===== config.mk =====
export PLATFORM = sky130hd
export DESIGN_NAME = pwr_seq_top
export DESIGN_NICKNAME = d
export VERILOG_FILES = /design/src/rtl/pwr_seq_pkg.sv /design/src/rtl/pwr_seq_next.sv /design/src/rtl/pwr_seq_clk.sv /design/src/rtl/pwr_seq_gate.sv /design/src/rtl/pwr_seq_top.sv
export SDC_FILE = /design/constraint.sdc
export NUM_CORES = 1
export LEC_CHECK = 0
export BUFFER_PORTS_ARGS = -buffer_cell sky130_fd_sc_hd__buf_2
export CAP_MARGIN = 10
export CORE_AREA = 2 2 39 41
export DETAILED_ROUTE_END_ITERATION = 7
export DIE_AREA = 0 0 41 43
export RECOVER_POWER = 100
export SLEW_MARGIN = 20
export SYNTH_ARGS = -nofsm -noshare
export SYNTH_HDL_FRONTEND = slang
export SYNTH_HIERARCHICAL = 1
export SYNTH_SLANG_ARGS = --single-unit

===== constraint.sdc =====
create_clock -name clk -period 0.9 [get_ports clk]
set_input_delay 0.045 -clock clk [delete_from_list [all_inputs] [get_ports clk]]
set_output_delay 0.045 -clock clk [all_outputs]
set_load 0.02 [all_outputs]

===== src/rtl/pwr_seq_pkg.sv =====
package pwr_seq_pkg;
  typedef enum logic [1:0] {
    PS_ACTIVE = 2'd0,
    PS_HALTED = 2'd1,
    PS_DEEP   = 2'd2
  } pwr_state_e;

  typedef struct packed {
    logic core_en;
    logic bus_en;
  } clk_en_t;
endpackage


===== src/rtl/pwr_seq_next.sv =====
module pwr_seq_next
  import pwr_seq_pkg::*;
(
  input  pwr_state_e cur,
  input  logic       halt_req,
  input  logic       sleep_in,
  output pwr_state_e nxt
);
  always_comb begin
    nxt = cur;
    unique case (cur)
      PS_ACTIVE: if (halt_req) nxt = PS_HALTED;
      PS_HALTED: begin
        if (sleep_in)       nxt = PS_DEEP;
        else if (!halt_req) nxt = PS_ACTIVE;
      end
      PS_DEEP:   if (!sleep_in) nxt = PS_HALTED;
      default:   nxt = PS_ACTIVE;
    endcase
  end
endmodule


===== src/rtl/pwr_seq_clk.sv =====
module pwr_seq_clk
  import pwr_seq_pkg::*;
(
  input  logic       clk,
  input  logic       rst_n,
  input  pwr_state_e cur,
  output clk_en_t    en,
  output logic       pll_keep
);
  clk_en_t en_d;

  always_comb begin
    unique case (cur)
      PS_ACTIVE: en_d = '{core_en: 1'b1, bus_en: 1'b1};
      PS_HALTED: en_d = '{core_en: 1'b0, bus_en: 1'b1};
      default:   en_d = '{core_en: 1'b0, bus_en: 1'b0};
    endcase
  end

  always_ff @(posedge clk or negedge rst_n) begin
    if (!rst_n) begin
      en       <= '{core_en: 1'b1, bus_en: 1'b1};
      pll_keep <= 1'b1;
    end else begin
      en       <= en_d;
      pll_keep <= 1'b1;
    end
  end


  core_lag_chk: assert property (@(posedge clk) disable iff (!rst_n)
    $past(cur) != PS_ACTIVE && cur == PS_ACTIVE |=> en.core_en);

  deep_bus_off_chk: assert property (@(posedge clk) disable iff (!rst_n)
    cur == PS_DEEP |=> !en.bus_en);
endmodule


===== src/rtl/pwr_seq_gate.sv =====
module pwr_seq_gate
  import pwr_seq_pkg::*;
#(
  parameter int INTR_W = 4
) (
  input  logic              clk,
  input  logic              rst_n,
  input  pwr_state_e        cur,
  input  logic              snoop_req,
  input  logic [INTR_W-1:0] intr_req,
  output logic              snoop_ack,
  output logic [INTR_W-1:0] intr_ack
);
  logic open_gate;
  assign open_gate = (cur != PS_DEEP);

  assign snoop_ack = snoop_req & open_gate;
  for (genvar i = 0; i < INTR_W; i++) begin : g_intr
    assign intr_ack[i] = intr_req[i] & open_gate;
  end


  deep_no_snoop_chk: assert property (@(posedge clk) disable iff (!rst_n)
    cur == PS_DEEP |-> !snoop_ack && intr_ack == '0);
endmodule


===== src/rtl/pwr_seq_top.sv =====
module pwr_seq_top
  import pwr_seq_pkg::*;
#(
  parameter int INTR_W = 4
) (
  input  logic              clk,
  input  logic              rst_n,
  input  logic              halt_req,
  input  logic              sleep_in,
  input  logic              snoop_req,
  input  logic [INTR_W-1:0] intr_req,
  output logic              halt_ack,
  output logic              core_clk_en,
  output logic              bus_clk_en,
  output logic              pll_keep,
  output logic              snoop_ack,
  output logic [INTR_W-1:0] intr_ack,
  output logic [1:0]        state_o
);
  pwr_state_e state_q, state_d;
  clk_en_t    en;

  pwr_seq_next u_next (
    .cur      (state_q),
    .halt_req (halt_req),
    .sleep_in (sleep_in),
    .nxt      (state_d)
  );

  always_ff @(posedge clk or negedge rst_n) begin
    if (!rst_n) state_q <= PS_ACTIVE;
    else        state_q <= state_d;
  end

  pwr_seq_clk u_clk (
    .clk      (clk),
    .rst_n    (rst_n),
    .cur      (state_q),
    .en       (en),
    .pll_keep (pll_keep)
  );

  pwr_seq_gate #(.INTR_W(INTR_W)) u_gate (
    .clk       (clk),
    .rst_n     (rst_n),
    .cur       (state_q),
    .snoop_req (snoop_req),
    .intr_req  (intr_req),
    .snoop_ack (snoop_ack),
    .intr_ack  (intr_ack)
  );

  assign core_clk_en = en.core_en;
  assign bus_clk_en  = en.bus_en;
  assign halt_ack    = (state_q != PS_ACTIVE);
  assign state_o     = state_q;


  halt_to_deep_chk: assert property (@(posedge clk) disable iff (!rst_n)
    state_q == PS_HALTED && sleep_in |=> state_q == PS_DEEP);

  active_no_deep_chk: assert property (@(posedge clk) disable iff (!rst_n)
    state_q == PS_ACTIVE |=> state_q != PS_DEEP);

  deep_hold_chk: assert property (@(posedge clk) disable iff (!rst_n)
    state_q == PS_DEEP && sleep_in |=> state_q == PS_DEEP);

  legal_code_chk: assert property (@(posedge clk) disable iff (!rst_n)
    state_o != 2'd3);
endmodule


==> summary.txt, run 1 <==
Run status
  • Status: complete, but fails checks
  • Failing checks: negative setup slack

Power
  • Int Pwr: 0.730 mW
  • Comb pwr share: a little over half
  • Sequential share of power: between 20% and 30%
  • Switch share: about 32%
  • Max rail drop VDD: approximately 1100 uV
  • Clock network power share: 22.6%
  • Pwr/cell area: 2180 nW/um2
  • Pleak: between 0.2 and 0.25 nW
  • Switching Power: around 0.35 mW

Floorplan
  • Row count: 14
  • Die W: 41 um
  • I/O pins: 20
  • Die outline height: 43 um
  • Die ar.: around 1800 um2
  • Core area: 1380 um2
  • Initial Util: 16.2%

Placement
  • Buffers on Ports: 18
  • Placed cell area: roughly 350 um2
  • Placer congestion estimate: 0.659

Yosys
  • Synth Flop Type: dfstp_2
  • Most frequent cell after synthesis: and2_1
  • Largest area contributor in the netlist: dfstp_2
  • Share of the yosys chip area belonging to registers: 45.8%
  • Synth area leaders: dfstp_2 23%, dfrtp_1 22%, nand2b_4 12%
  • Synth top area share: 23.5%
  • EDFF count, synth: 0
  • Syn Inst Count: 21
  • Synthesized area per cell: approximately 11 um2
  • Total number of yosys warnings: 6
  • Syn Nets: 30
  • Yosys cell types: 15
  • Synth top cells by count: 4 x and2_1, 2 x dfrtp_1, 2 x dfstp_2, 2 x nand2b_4
  • Mapped cell area: 224 um2
  • Asr flop ratio synth: 100%
  • Seq cells post-synth: 4

CTS
  • CTS tree: done
  • Clock Latency Late Sink: 0.24 ns
  • CTS sink count: 4
  • H-tree Lvls: 1
  • TritonCTS Buffers: 3
  • CTS root buffer: clkbuf_4
  • Clock Path Buffers: 2
  • Reg clk slew, reported paths: 0.04 ns

Setup path
  • Startpoint Class: register
  • CP arrival: between 1 and 1.5 ns
  • Element type at the critical path end: output pin
  • Setup CP Type: reg2out
  • Worst-path maximum fanout: 5
  • Worst endpoint required time: about 0.85 ns

Layout
  • Layout cells sized above 1: about four fifths
  • Nets: 57
  • FF+latch area: between 100 and 150 um2
  • Cell area after layout: 494 um2
  • Inserted Diodes: 0
  • Area Growth Syn to Fin: 121%
  • Multi-input logic area: ~140 um2
  • Fillers: 142
  • Finished Core Util: 35.7%

Route
  • Drt drc: 0
  • Routed Antenna Nets: 0
  • DR iter-0 viols: 0
  • Router iterations before antenna repair: 1
  • Post-DR vias/cell: 3.78
  • WL per Instance: 9.03 um
  • Routed via count: between 200 and 250
  • Final wirelength: between 500 and 600 um

STA
  • Final worst slack: -0.203 ns
  • Hold WS: 0.0595 ns
  • RSZ-0062 raised after global routing: true
  • Setup tns final: -1.54 ns
  • Setup Skew: a little under 0.007 ns
  • Final Hold Vio Count: 0
  • Max Fclk: 907 MHz
  • Tcrit/Tclk final: 123%
  • Min Tclk post-route: 1.10 ns
  • Slew Limit Fails: 0
  • Setup violations, final: 9

Global route
  • Total grt overflow: 0
  • Initial antenna violation count: 0
  • Vias in the first global route: 223
  • First-pass GRT wire length: around 860 um
  • Largest net degree at the start of global routing: 6
  • GR Util All Layers: 7.85%

Flow run
  • Max-cap violations: 0

Worst hold path
  • Hold WC Path Type: in2reg
[sequential cells by signal, indices dropped and copies added, names as in the netlist]
name and cells:
state_o 2, u_clk/en 2
[per-stage QoR]
step	worst slack (ns)	total power, mW	instances
2_1_floorplan	-0.0257	0.497	21
3_3_place_gp	-0.00186	0.626	56
3_5_place_dp	-0.00966	0.629	56
5_1_grt	-0.241	1.15	63
6_report	-0.203	1.08	63
4_1_cts	-0.217	1.06	63
[critical path, stage by stage (launching register included)]
cell,delay (ns)
dfrtp_2,0.40
nand2b_4,0.16
and2_4,0.14
buf_6,0.12
[cell type report]
cell class,instances,area share [%]
clock buffer,4,5.32
multi-input combinational,15,28.4
inverter,1,0.759
timing repair buffer,23,40.3
sequential,4,21.3
tap,16,4.05
[power by group through the flow]
stage	Sequential, mW	Combinational (mW)	Clock (mW)
floorplan	0.331	0.166	0
global placement	0.272	0.354	0
detailed placement	0.275	0.355	0
CTS	0.267	0.540	0.255
global route	0.269	0.610	0.272
finish	0.267	0.569	0.244
[worst paths after layout]
check | startpoint | end | slack, ns | cells after the start
max | state_o[0]$_DFF_PN0_ | intr_ack[0] | -0.20 | 3
min | sleep_in | state_o[0]$_DFF_PN0_ | 0.06 | 3
max reg2reg | state_o[1]$_DFF_PN0_ | state_o[0]$_DFF_PN0_ | -0.10 | 4
min reg2reg | state_o[1]$_DFF_PN0_ | state_o[1]$_DFF_PN0_ | 0.62 | 2
max in group asynchronous | rst_n | u_clk/en[1]$_DFF_PN1_ | 0.48 | 2
min in group asynchronous | rst_n | state_o[0]$_DFF_PN0_ | 0.16 | 2
[cells by family (layout without fill, tap and decap cells)]
group	count (synthesis)	in the layout	share of synthesized area, %
DFF	4	4	45.8
and+or+nand+nor	11	11	38.6
AOI/OAI and AO/OA	3	3	8.94
buffers and inverters	2	28	5.03
other	1	1	1.67
[routing by layer]
| metal | vias up | routed length, um | global-route usage, % |
|---|---|---|---|
| met2 | 15 | 306 | 10.6 |
| met1 | 109 | 210 | 8.12 |
| li1 | 114 | - | - |
| met3 | 0 | 52 | 5.24 |
| met4 | 0 | 0 | 6.00 |
| met5 | - | 0 | 0 |
[cell usage in the layout, fill, tap and decap left out, types with 2 or more instances in the layout]
cell type,synthesis,routed
and2_4,1,5
buf_4,1,2
clkbuf_1,0,2
clkbuf_4,0,3
dfstp_2,2,2
dfrtp_2,0,2
buf_6,0,12
buf_2,0,7
nand2b_4,2,4
[what timing repair did]
item / 4_1_cts / 5_1_grt
gates resized for setup: 27 / 3
pin swaps: 5 / 1
hold buffers: 1 / 0
hold endpoints to repair: 4 / 0
endpoints found under the setup margin: 11 / 13
buffers inserted: 2 / 0
Note: power is estimated with default switching activity, not from simulation.
==> inputs of run 2 (changes only) <==
==> constraint.sdc (replaced) <==
create_clock -name clk -period 1.1 [get_ports clk]
set_input_delay 0.055 -clock clk [delete_from_list [all_inputs] [get_ports clk]]
set_output_delay 0.055 -clock clk [all_outputs]
set_load 0.02 [all_outputs]
==> run 2 against run 1 <==
  * First-iteration DRC count grew 7
  * The run still ends with negative setup slack left
  * Sequential power shrank 19%
  * Power shrank 30%
  * Critical path depth is the same
==> summary.txt, run 2 (synthesis gave the netlist of run 1 again) <==
Run status
  • Status: complete, but fails checks
  • Failing checks: negative setup slack

STA
  • RSZ-0062 raised after global routing: true
  • Slew Limit Fails: 0 (unchanged)
  • Setup Skew: 0.00356 ns (-0.00327 ns)
  • Setup violations, final: 4 (-5)
  • Min Tclk post-route: about 1.1 ns
  • Setup tns final: -0.00633 ns (+1.53 ns)
  • Tcrit/Tclk final: 100%
  • Final worst slack: -0.00544 ns (+0.197 ns)
  • Max Fclk: roughly 900 MHz
  • Final Hold Vio Count: 0 (unchanged)

Route
  • DR iter-0 viols: 7 (+7)
  • Post-DR vias/cell: 3.44 (-8.9%)
  • Router iterations before antenna repair: 2 (+1)
  • Routed Antenna Nets: 0 (unchanged)
  • Drt drc: 0 (unchanged)
  • Routed via count: 210 (-12%)
  • Final wirelength: 547 um (-3.9%)
  • WL per Instance: 8.97 um (-0.71%)

Layout
  • Inserted Diodes: 0 (unchanged)
  • Nets: 56 (-1.8%)
  • Most frequent cells in the layout: 7 x buf_2, 6 x buf_6, 5 x and2_4
  • Cell area after layout: 427 um2 (-14%)
  • Layout cells sized above 1: 71.1% (-9.7 points)
  • Area Growth Syn to Fin: 90.5%
  • Commonest non-fill, non-tap cell in the layout: buf_2
  • Fillers: 158 (+11%)

Setup path
  • Worst endpoint required time: 1.04 ns (+0.19 ns)
  • Element type at the critical path end: output pin
  • Startpoint Class: register
  • CP arrival: 1.05 ns (about the same)
  • Setup CP Type: reg2out
  • Worst-path maximum fanout: 5 (unchanged)
  • R2r worst-path depth: 4 (unchanged)

Placement
  • Post-DP HPWL: 363 um
  • Place WS: 0.117 ns (+0.127 ns)
  • Placed cell area: 327 um2 (-6.5%)
  • Placer congestion estimate: 0.644 (-2.2%)
  • Buffers on Ports: 18 (unchanged)

CTS
  • Clock Latency Late Sink: 0.23 ns (about the same)
  • CTS sink count: 4 (unchanged)
  • H-tree Lvls: 1 (unchanged)
  • Clock Path Buffers: 2 (unchanged)
  • CTS root buffer: clkbuf_4
  • Reg clk slew, reported paths: 0.04 ns (about the same)
  • TritonCTS Buffers: 3 (unchanged)
  • CTS tree: done

Floorplan
  • Row count: 14 (unchanged)
  • Die outline height: 43 um (unchanged)
  • Die W: 41 um (unchanged)
  • Die ar.: 1760 um2 (unchanged)
  • Initial Util: 16.2% (unchanged)
  • Core area: 1380 um2 (unchanged)
  • I/O pins: 20 (unchanged)

Global route
  • Total grt overflow: 0 (unchanged)
  • Vias in the first global route: 228 (+2.2%)
  • First-pass GRT wire length: 1010 um (+18%)
  • Largest net degree at the start of global routing: 6 (unchanged)
  • Initial antenna violation count: 0 (unchanged)
  • GR Util All Layers: 9.56% (+1.7 points)

Power
  • Max rail drop VDD: 615 uV (-44%)
  • Pleak: 0.213 nW (-12%)
  • Pwr/cell area: 1770 nW/um2 (-19%)

Flow run
  • Max-cap violations: 0 (unchanged)

Worst hold path
  • Hold WC Path Type: in2reg
  • Hold Path Cell Cnt: 2 (-1)
run 2: final timing paths:
kind | startpoint | end | slack (ns)
max | state_o[0]$_DFF_PN0_ | intr_ack[2] | -0.005
min | sleep_in | state_o[1]$_DFF_PN0_ | 0.08
max reg2reg | state_o[1]$_DFF_PN0_ | state_o[0]$_DFF_PN0_ | 0.08
min reg2reg | state_o[1]$_DFF_PN0_ | u_clk/en[0]$_DFF_PN1_ | 0.47
max in group asynchronous | rst_n | u_clk/en[0]$_DFF_PN1_ | 0.66
min in group asynchronous | rst_n | state_o[0]$_DFF_PN0_ | 0.18
run 2: power by group:
part / internal, mW / switching (mW) / total, mW
logic: 0.184 / 0.169 / 0.353
clock network: 0.122 / 0.0637 / 0.186
registers: 0.192 / 0.0224 / 0.215
total: 0.499 / 0.255 / 0.753
run 2: metal layers:
metal  wire, um  up-vias  GRT usage, %
met3         38        0          3.14
met1        241       89          11.7
met4          0        0          12.0
met5          0        -             0
li1           -      110             -
met2        267       11          10.9
run 2: final cells by class:
cell class | count | area [um2] | area share, %
Timing Repair Buffer | 22 | 156 | 36.7
Multi-Input combinational cell | 15 | 120 | 28.2
Sequential cell | 4 | 104 | 24.3
Clock buffer | 3 | 22.5 | 5.28
Tap cell | 16 | 20.0 | 4.69
Inverter | 1 | 3.75 | 0.880
run 2: per-stage QoR:
step / hold WS, ns / utilization [%] / power [mW] / cells
2_1_floorplan: -0.241 / - / 0.394 / 21
3_3_place_gp: -0.137 / 23.6 / 0.477 / 54
3_5_place_dp: -0.133 / 23.6 / 0.475 / 54
4_1_cts: 0.0762 / 31.1 / 0.769 / 61
5_1_grt: 0.0997 / 30.8 / 0.815 / 61
6_report: 0.0820 / 30.8 / 0.753 / 61
run 2: worst max-delay path, stage by stage, from the launching register on:
cell and delay [ns]:
dfrtp_1 0.39, nand2b_4 0.16, and2_4 0.14, buf_6 0.12
run 2: repair_timing:
action	in CTS	in global routing
buffers inserted	3	0
pin swaps	6	0
gates resized for setup	17	0
endpoints found under the hold margin	4	0
hold buffers	1	0
setup endpoints to repair	6	6
